File: config.mk
export PLATFORM = sky130hd
export DESIGN_NAME = deskew_train_seq
export DESIGN_NICKNAME = d
export VERILOG_FILES = /design/src/rtl/dsk_pkg.sv /design/src/rtl/dsk_rst_sync.sv /design/src/rtl/dsk_ctrl.sv /design/src/rtl/dsk_pattern.sv /design/src/rtl/deskew_train_seq.sv
export SDC_FILE = /design/constraint.sdc
export NUM_CORES = 1
export LEC_CHECK = 0
export BUFFER_PORTS_ARGS = -buffer_cell sky130_fd_sc_hd__buf_2
export CORE_ASPECT_RATIO = 1.75
export CORE_MARGIN = 2
export CORE_UTILIZATION = 40
export DETAILED_ROUTE_END_ITERATION = 16
export PLACE_DENSITY_LB_ADDON = 0.15
export SLEW_MARGIN = 20
export SYNTH_ARGS = -nofsm -noshare
export SYNTH_HDL_FRONTEND = slang
export SYNTH_SLANG_ARGS = --single-unit
File: constraint.sdc
create_clock -name clk -period 2.2 [get_ports clk]
set_input_delay 0.44 -clock clk [delete_from_list [all_inputs] [get_ports clk]]
set_output_delay 0.44 -clock clk [all_outputs]
set_load 0.02 [all_outputs]
File: src/rtl/dsk_pkg.sv
package dsk_pkg;
  localparam int WORD_W = 7;
  typedef logic [WORD_W-1:0] word_t;

  typedef enum logic [1:0] {
    ST_OFF   = 2'd0,
    ST_WAIT  = 2'd1,
    ST_TRAIN = 2'd2,
    ST_RUN   = 2'd3
  } dsk_state_e;

  localparam word_t W_WIDE    = 7'b1111000;
  localparam word_t W_NARROW  = 7'b1110000;
  localparam word_t W_STRETCH = 7'b1111100;
  localparam word_t W_SHORT   = 7'b1100000;

  function automatic word_t idle_clk(input logic shape);
    return shape ? W_NARROW : W_WIDE;
  endfunction

  function automatic word_t train_clk(input logic mode, input logic shape);
    if (mode) return idle_clk(shape);
    return shape ? W_SHORT : W_STRETCH;
  endfunction

  function automatic word_t train_data(input logic mode, input logic shape,
                                       input logic phase);
    if (mode) return phase ? '0 : '1;
    return idle_clk(shape);
  endfunction
endpackage

File: src/rtl/dsk_rst_sync.sv
module dsk_rst_sync (
  input  logic clk,
  input  logic arst_n,
  output logic srst_n
);
  logic meta_q;
  logic sync_q;

  always_ff @(posedge clk or negedge arst_n) begin
    if (!arst_n) begin
      meta_q <= 1'b0;
      sync_q <= 1'b0;
    end else begin
      meta_q <= 1'b1;
      sync_q <= meta_q;
    end
  end

  assign srst_n = sync_q;
endmodule

File: src/rtl/dsk_ctrl.sv
module dsk_ctrl
  import dsk_pkg::*;
#(
  parameter int TRAIN_CYCLES = 4096,
  parameter int CNT_W        = $clog2(TRAIN_CYCLES + 1)
) (
  input  logic       clk,
  input  logic       rst_n,
  input  logic       pwr_n,
  input  logic       pll_lock,
  input  logic       restart,
  output dsk_state_e state_o,
  output logic       phase_o,
  output logic       busy_o,
  output logic       drv_en_o
);
  localparam logic [CNT_W-1:0] LAST = CNT_W'(TRAIN_CYCLES - 1);

  dsk_state_e       state_q, state_d;
  logic [CNT_W-1:0] cnt_q, cnt_d;
  logic             cnt_en;

  always_comb begin
    state_d = state_q;
    cnt_d   = cnt_q;
    cnt_en  = 1'b0;
    if (!pwr_n) begin
      state_d = ST_OFF;
    end else begin
      unique case (state_q)
        ST_OFF:  state_d = ST_WAIT;
        ST_WAIT: begin
          if (pll_lock) begin
            state_d = ST_TRAIN;
            cnt_d   = '0;
            cnt_en  = 1'b1;
          end
        end
        ST_TRAIN: begin
          if (!pll_lock || restart) begin
            state_d = ST_WAIT;
          end else if (cnt_q == LAST) begin
            state_d = ST_RUN;
          end else begin
            cnt_d  = cnt_q + CNT_W'(1);
            cnt_en = 1'b1;
          end
        end
        ST_RUN: begin
          if (!pll_lock || restart) state_d = ST_WAIT;
        end
        default: state_d = ST_OFF;
      endcase
    end
  end

  always_ff @(posedge clk or negedge rst_n) begin
    if (!rst_n) state_q <= ST_OFF;
    else        state_q <= state_d;
  end

  always_ff @(posedge clk or negedge rst_n) begin
    if (!rst_n)      cnt_q <= '0;
    else if (cnt_en) cnt_q <= cnt_d;
  end

  assign state_o  = state_q;
  assign phase_o  = cnt_q[0];
  assign busy_o   = (state_q == ST_TRAIN);
  assign drv_en_o = (state_q != ST_OFF);

  // training is entered only after lock was sampled
  a_r2_lock_first: assert property (@(posedge clk) disable iff (!rst_n)
    $rose(busy_o) |-> $past(pll_lock) && $past(state_q) == ST_WAIT);

  // counter starts at zero and steps by one while busy
  a_r3_cnt_start: assert property (@(posedge clk) disable iff (!rst_n)
    $rose(busy_o) |-> cnt_q == '0);
  a_r3_cnt_step: assert property (@(posedge clk) disable iff (!rst_n)
    busy_o && $past(busy_o) |-> cnt_q == $past(cnt_q) + CNT_W'(1));
  a_r3_cnt_bound: assert property (@(posedge clk) disable iff (!rst_n)
    busy_o |-> cnt_q <= LAST);

  // lock loss leaves training and payload mode
  a_r7_lock_loss: assert property (@(posedge clk) disable iff (!rst_n)
    (state_q == ST_TRAIN || state_q == ST_RUN) && !pll_lock |=> !busy_o && state_q != ST_RUN);

  // restart leaves training and payload mode
  a_r8_restart: assert property (@(posedge clk) disable iff (!rst_n)
    (state_q == ST_TRAIN || state_q == ST_RUN) && restart |=> !busy_o && state_q != ST_RUN);
endmodule

File: src/rtl/dsk_pattern.sv
module dsk_pattern
  import dsk_pkg::*;
#(
  parameter int LANES = 8,
  localparam int PW   = LANES * WORD_W
) (
  input  logic       clk,
  input  logic       rst_n,
  input  dsk_state_e state,
  input  logic       phase,
  input  logic       mode_sel,
  input  logic       shape_sel,
  input  logic [PW-1:0] payload,
  output logic [PW-1:0] lane_word,
  output word_t      clk_word
);
  always_comb begin
    unique case (state)
      ST_OFF:   clk_word = '0;
      ST_TRAIN: clk_word = train_clk(mode_sel, shape_sel);
      default:  clk_word = idle_clk(shape_sel);
    endcase
  end

  for (genvar g = 0; g < LANES; g++) begin : g_lane
    word_t w;
    always_comb begin
      unique case (state)
        ST_TRAIN: w = train_data(mode_sel, shape_sel, phase);
        ST_RUN:   w = payload[g*WORD_W +: WORD_W];
        default:  w = '0;
      endcase
    end
    assign lane_word[g*WORD_W +: WORD_W] = w;

    // three consecutive training words hold a transition
    a_r9_transition: assert property (@(posedge clk) disable iff (!rst_n)
      state == ST_TRAIN && $past(state) == ST_TRAIN && $past(state, 2) == ST_TRAIN
      |-> ({w, $past(w), $past(w, 2)} != '0) && ({w, $past(w), $past(w, 2)} != '1));
  end

  // alternating mode flips every data word between all-ones and all-zeros
  a_r4_alternate: assert property (@(posedge clk) disable iff (!rst_n)
    state == ST_TRAIN && $past(state) == ST_TRAIN && mode_sel && $past(mode_sel)
    |-> lane_word[WORD_W-1:0] == ~$past(lane_word[WORD_W-1:0]));
endmodule

File: src/rtl/deskew_train_seq.sv
module deskew_train_seq
  import dsk_pkg::*;
#(
  parameter int LANES        = 8,
  parameter int TRAIN_CYCLES = 4096,
  localparam int PW          = LANES * 7,
  localparam int CNT_W       = $clog2(TRAIN_CYCLES + 1)
) (
  input  logic          clk,
  input  logic          rst_n,
  input  logic          pwr_n,
  input  logic          pll_lock,
  input  logic          restart,
  input  logic          mode_sel,
  input  logic          shape_sel,
  input  logic [PW-1:0] payload,
  output logic [PW-1:0] lane_word,
  output logic [6:0]    clk_word,
  output logic          drv_en,
  output logic          train_busy
);
  logic       rst_sync_n;
  dsk_state_e state;
  logic       phase;

  dsk_rst_sync u_rst (
    .clk    (clk),
    .arst_n (rst_n),
    .srst_n (rst_sync_n)
  );

  dsk_ctrl #(
    .TRAIN_CYCLES (TRAIN_CYCLES),
    .CNT_W        (CNT_W)
  ) u_ctrl (
    .clk      (clk),
    .rst_n    (rst_sync_n),
    .pwr_n    (pwr_n),
    .pll_lock (pll_lock),
    .restart  (restart),
    .state_o  (state),
    .phase_o  (phase),
    .busy_o   (train_busy),
    .drv_en_o (drv_en)
  );

  dsk_pattern #(
    .LANES (LANES)
  ) u_pat (
    .clk       (clk),
    .rst_n     (rst_sync_n),
    .state     (state),
    .phase     (phase),
    .mode_sel  (mode_sel),
    .shape_sel (shape_sel),
    .payload   (payload),
    .lane_word (lane_word),
    .clk_word  (clk_word)
  );

  // power-down disables the drivers on the next cycle
  a_r1_pd_off: assert property (@(posedge clk) disable iff (!rst_sync_n)
    !pwr_n |=> !drv_en && !train_busy);

  // disabled drivers carry all-zero words
  a_r1_quiet: assert property (@(posedge clk) disable iff (!rst_sync_n)
    !drv_en |-> lane_word == '0 && clk_word == '0);

  // payload words pass straight through outside training
  a_r6_passthru: assert property (@(posedge clk) disable iff (!rst_sync_n)
    drv_en && !train_busy && lane_word != '0 |-> lane_word == payload);
endmodule

==> results.yml <==
routing:
  vias: 2094
  first_pass_iters: 4
  drt_iter0_drc: 63
  viasPerCell: 5.09
  drc: 0
  routed_wl_mm: 6.07
  wl_per_cell_um: 14.8
  postRouteAntennaNets: 0
critical_path:
  critPathCaptureType: "output pin"
  worstPathRequired_ns: 1.76
  crit_buf_inv: 5
  crit_type: "register to output pin"
  crit_fanout: 6
  path_cells: "inv_2 > ha_2 > inv_2 > a21oi_4 > buf_4 > buf_6 > a21o_1 > buf_4"
  cp.arrival_ns: 1.71
  slowest_stage: "dfrtp_1"
  cp-start-kind: "register"
  crit_family: "buffers and inverters"
  cpPeakStageDelay_ns: 0.39
synthesis:
  synth_common_cells: "nand2_1, a21o_1, dfrtp_1, inv_1, clkbuf_1"
  yosys_warnings: 0
  ys_types: 42
  synth_area_leaders: "dfrtp_1, nand2_1, a21o_1, ha_1, mux2i_1"
  synth_cells: 229
  synth.avg_cell_area_um2: 7.09
  synthArstFlopShare: 1.00
  synth_largest_area_cell: "dfrtp_1"
  ys_seq_elements: 17
  synthesis.area_mm2: 0.00162
  synth_most_common_cell: "nand2_1"
  ys_seq_area_frac: 0.262
  synth_edf_count: 0
  synth.top_cell.area_share: 0.262
  synth_flop_cell: "dfrtp_1"
sta:
  rsz0062_at_grt: "true"
  max_freq_ghz: 0.465
  whs_ns: 0.266
  slew-limit-headroom: 0.572
  tns_ns: 0
  hold_viol_final: 0
  worst_clock_skew_ns: 0.00550
  setup_viol: 0
  timing.final.crit_period_ns: 2.15
  post-route-period-util: 0.978
  max_slew.worst_pin.slew_ns: 0.642
  layout_setup_ws_ns: 0.0475
  slew_violations: 0
final_layout:
  final_layout_size_suffix_gt1_frac: 0.435
  area_growth_pct: 56.1
  layout.nets: 434
  fin_area_mm2: 0.00253
  final_cells: 411
  diodes: 0
  fillers: 374
power:
  power.density_mw_per_mm2: 432
  p_sw_frac: 0.392
  seqPwrFrac: 0.387
  p_leak_nw: 1.74
  p_sw_mw: 0.429
  p_clk_frac: 0.221
  p_int_mw: 0.665
  combPwrFrac: 0.392
  irDropWorstVdd_mv: 0.477
clock_network:
  clock_latency_ns: 0.26
  clock-sinks: 17
  cts_buffer_depth: 2
  cts_tree: "yes"
  cts_root_buffer: "clkbuf_8"
  clk_pin_slew_worst_paths_ns: 0.07
  cts_max_level: 1
  numCtsBuffers: 3
floorplanning:
  die-area_mm2: 0.00460
  rows: 30
  die_h_um: 88.3
  start_util: 0.416
  ios: 128
  core_mm2: 0.00390
  die_w_um: 52.2
global_route:
  grt.met3_usage: 0.0439
  grt.total_usage: 0.242
  grt_antenna_before_repair: 0
  met1_usage: 0.251
  busiest_layer: "met2"
  gr-usage-met2: 0.442
  gr-total-overflow: 0
  grt_max_degree: 31
  grt_pass1_wl_mm: 8.40
  grt_pass1_vias: 1829
worst_hold_path:
  worst_hold_path_type: "register to async pin"
placement:
  dp_worst_setup_slack_ns: 0.151
  dpl_cell_area_mm2: 0.00234
  portBuffers: 125
  dp.cells: 399
  hpwl_mm: 4.65
  gp_congestion: 0.918
status:
  outcome: "finished, final reports clean"
flow_run:
  timing.max_cap.violations: 0
layer usage:
metal | share of wire | up-vias
met5 | 0 | -
met4 | 0.033 | 0
met3 | 0.10 | 18
met2 | 0.52 | 118
met1 | 0.35 | 905
li1 | - | 1053
what timing repair did:
| item | in CTS | in global routing |
|---|---|---|
| setup buffers | 0 | 4 |
| hold buffers | 1 | 0 |
| hold endpoints to repair | 2 | 0 |
| gates resized for setup | 0 | 28 |
| setup endpoints to repair | 0 | 64 |
stage by stage:
stage / total power, mW / util
after floorplan: 0.656 / -
after global placement: 0.815 / 0.601
after detailed placement: 0.827 / 0.601
after CTS: 1.07 / 0.615
after global routing: 1.16 / 0.649
final: 1.09 / 0.649
final timing paths:
| path | from | endpoint | slack (ns) | cells after the start |
|---|---|---|---|---|
| worst max-delay path | u_ctrl.state_o[0] | lane_word[25] | 0.05 | 8 |
| worst min-delay path | u_rst.srst_n | u_ctrl.cnt_q[2] | 0.27 | 0 |
| worst max register to register | u_ctrl.state_o[1] | u_ctrl.cnt_q[6] | 0.11 | 6 |
| worst min register to register | u_rst.srst_n | u_ctrl.cnt_q[2] | 0.27 | 0 |
| max in group asynchronous | u_rst.srst_n | u_ctrl.cnt_q[7] | 1.52 | 0 |
| min in group clk | u_rst.meta_q | u_rst.srst_n | 0.36 | 0 |
cells by family after synthesis:
group | share of synthesized area
other cells | 0.00463
fa+ha+maj | 0.0540
compound gates | 0.244
buf+inv | 0.0702
simple gates | 0.328
mux | 0.0370
flops | 0.262
layout make-up:
class	instances	area, um2	share of cell area
multi-input cells	186	1130	0.447
flip-flops and latches	17	425	0.168
clock inverters	1	5.00	0.00198
inverters	12	45.0	0.0178
clock buffers	3	41.3	0.0163
well taps	48	60.1	0.0237
repair buffers	144	825	0.326
cells in the final DEF (no fill, tap or decap), types with 3 or more instances in the layout:
| master | count |
|---|---|
| clkbuf_8 | 3 |
| buf_4 | 25 |
| and3_1 | 5 |
| buf_6 | 3 |
| mux2i_1 | 6 |
| nand3_1 | 6 |
| a21oi_1 | 3 |
| nor3_1 | 3 |
| o21ai_0 | 5 |
| inv_1 | 10 |
| nand4_1 | 4 |
| buf_2 | 113 |
| nor2_1 | 4 |
| nand2_1 | 76 |
| and4_1 | 3 |
| conb_1 | 3 |
| nand2b_1 | 5 |
| ha_1 | 5 |
| dfrtp_1 | 17 |
| a21o_1 | 24 |
flip-flops by register name, summed over array words and instances, names as in the netlist:
register,count
u_ctrl.cnt_q,13
u_ctrl.state_o,2
u_rst.meta_q,1
u_rst.srst_n,1
power by group through the flow:
stage / sequential (mW) / combinational, mW / clock (mW)
after floorplan: 0.407 / 0.248 / 0
after global placement: 0.421 / 0.394 / 0
after detailed placement: 0.423 / 0.404 / 0
after CTS: 0.418 / 0.406 / 0.245
after global routing: 0.431 / 0.474 / 0.252
final: 0.424 / 0.428 / 0.242
Power figures use the tool's default switching activity.
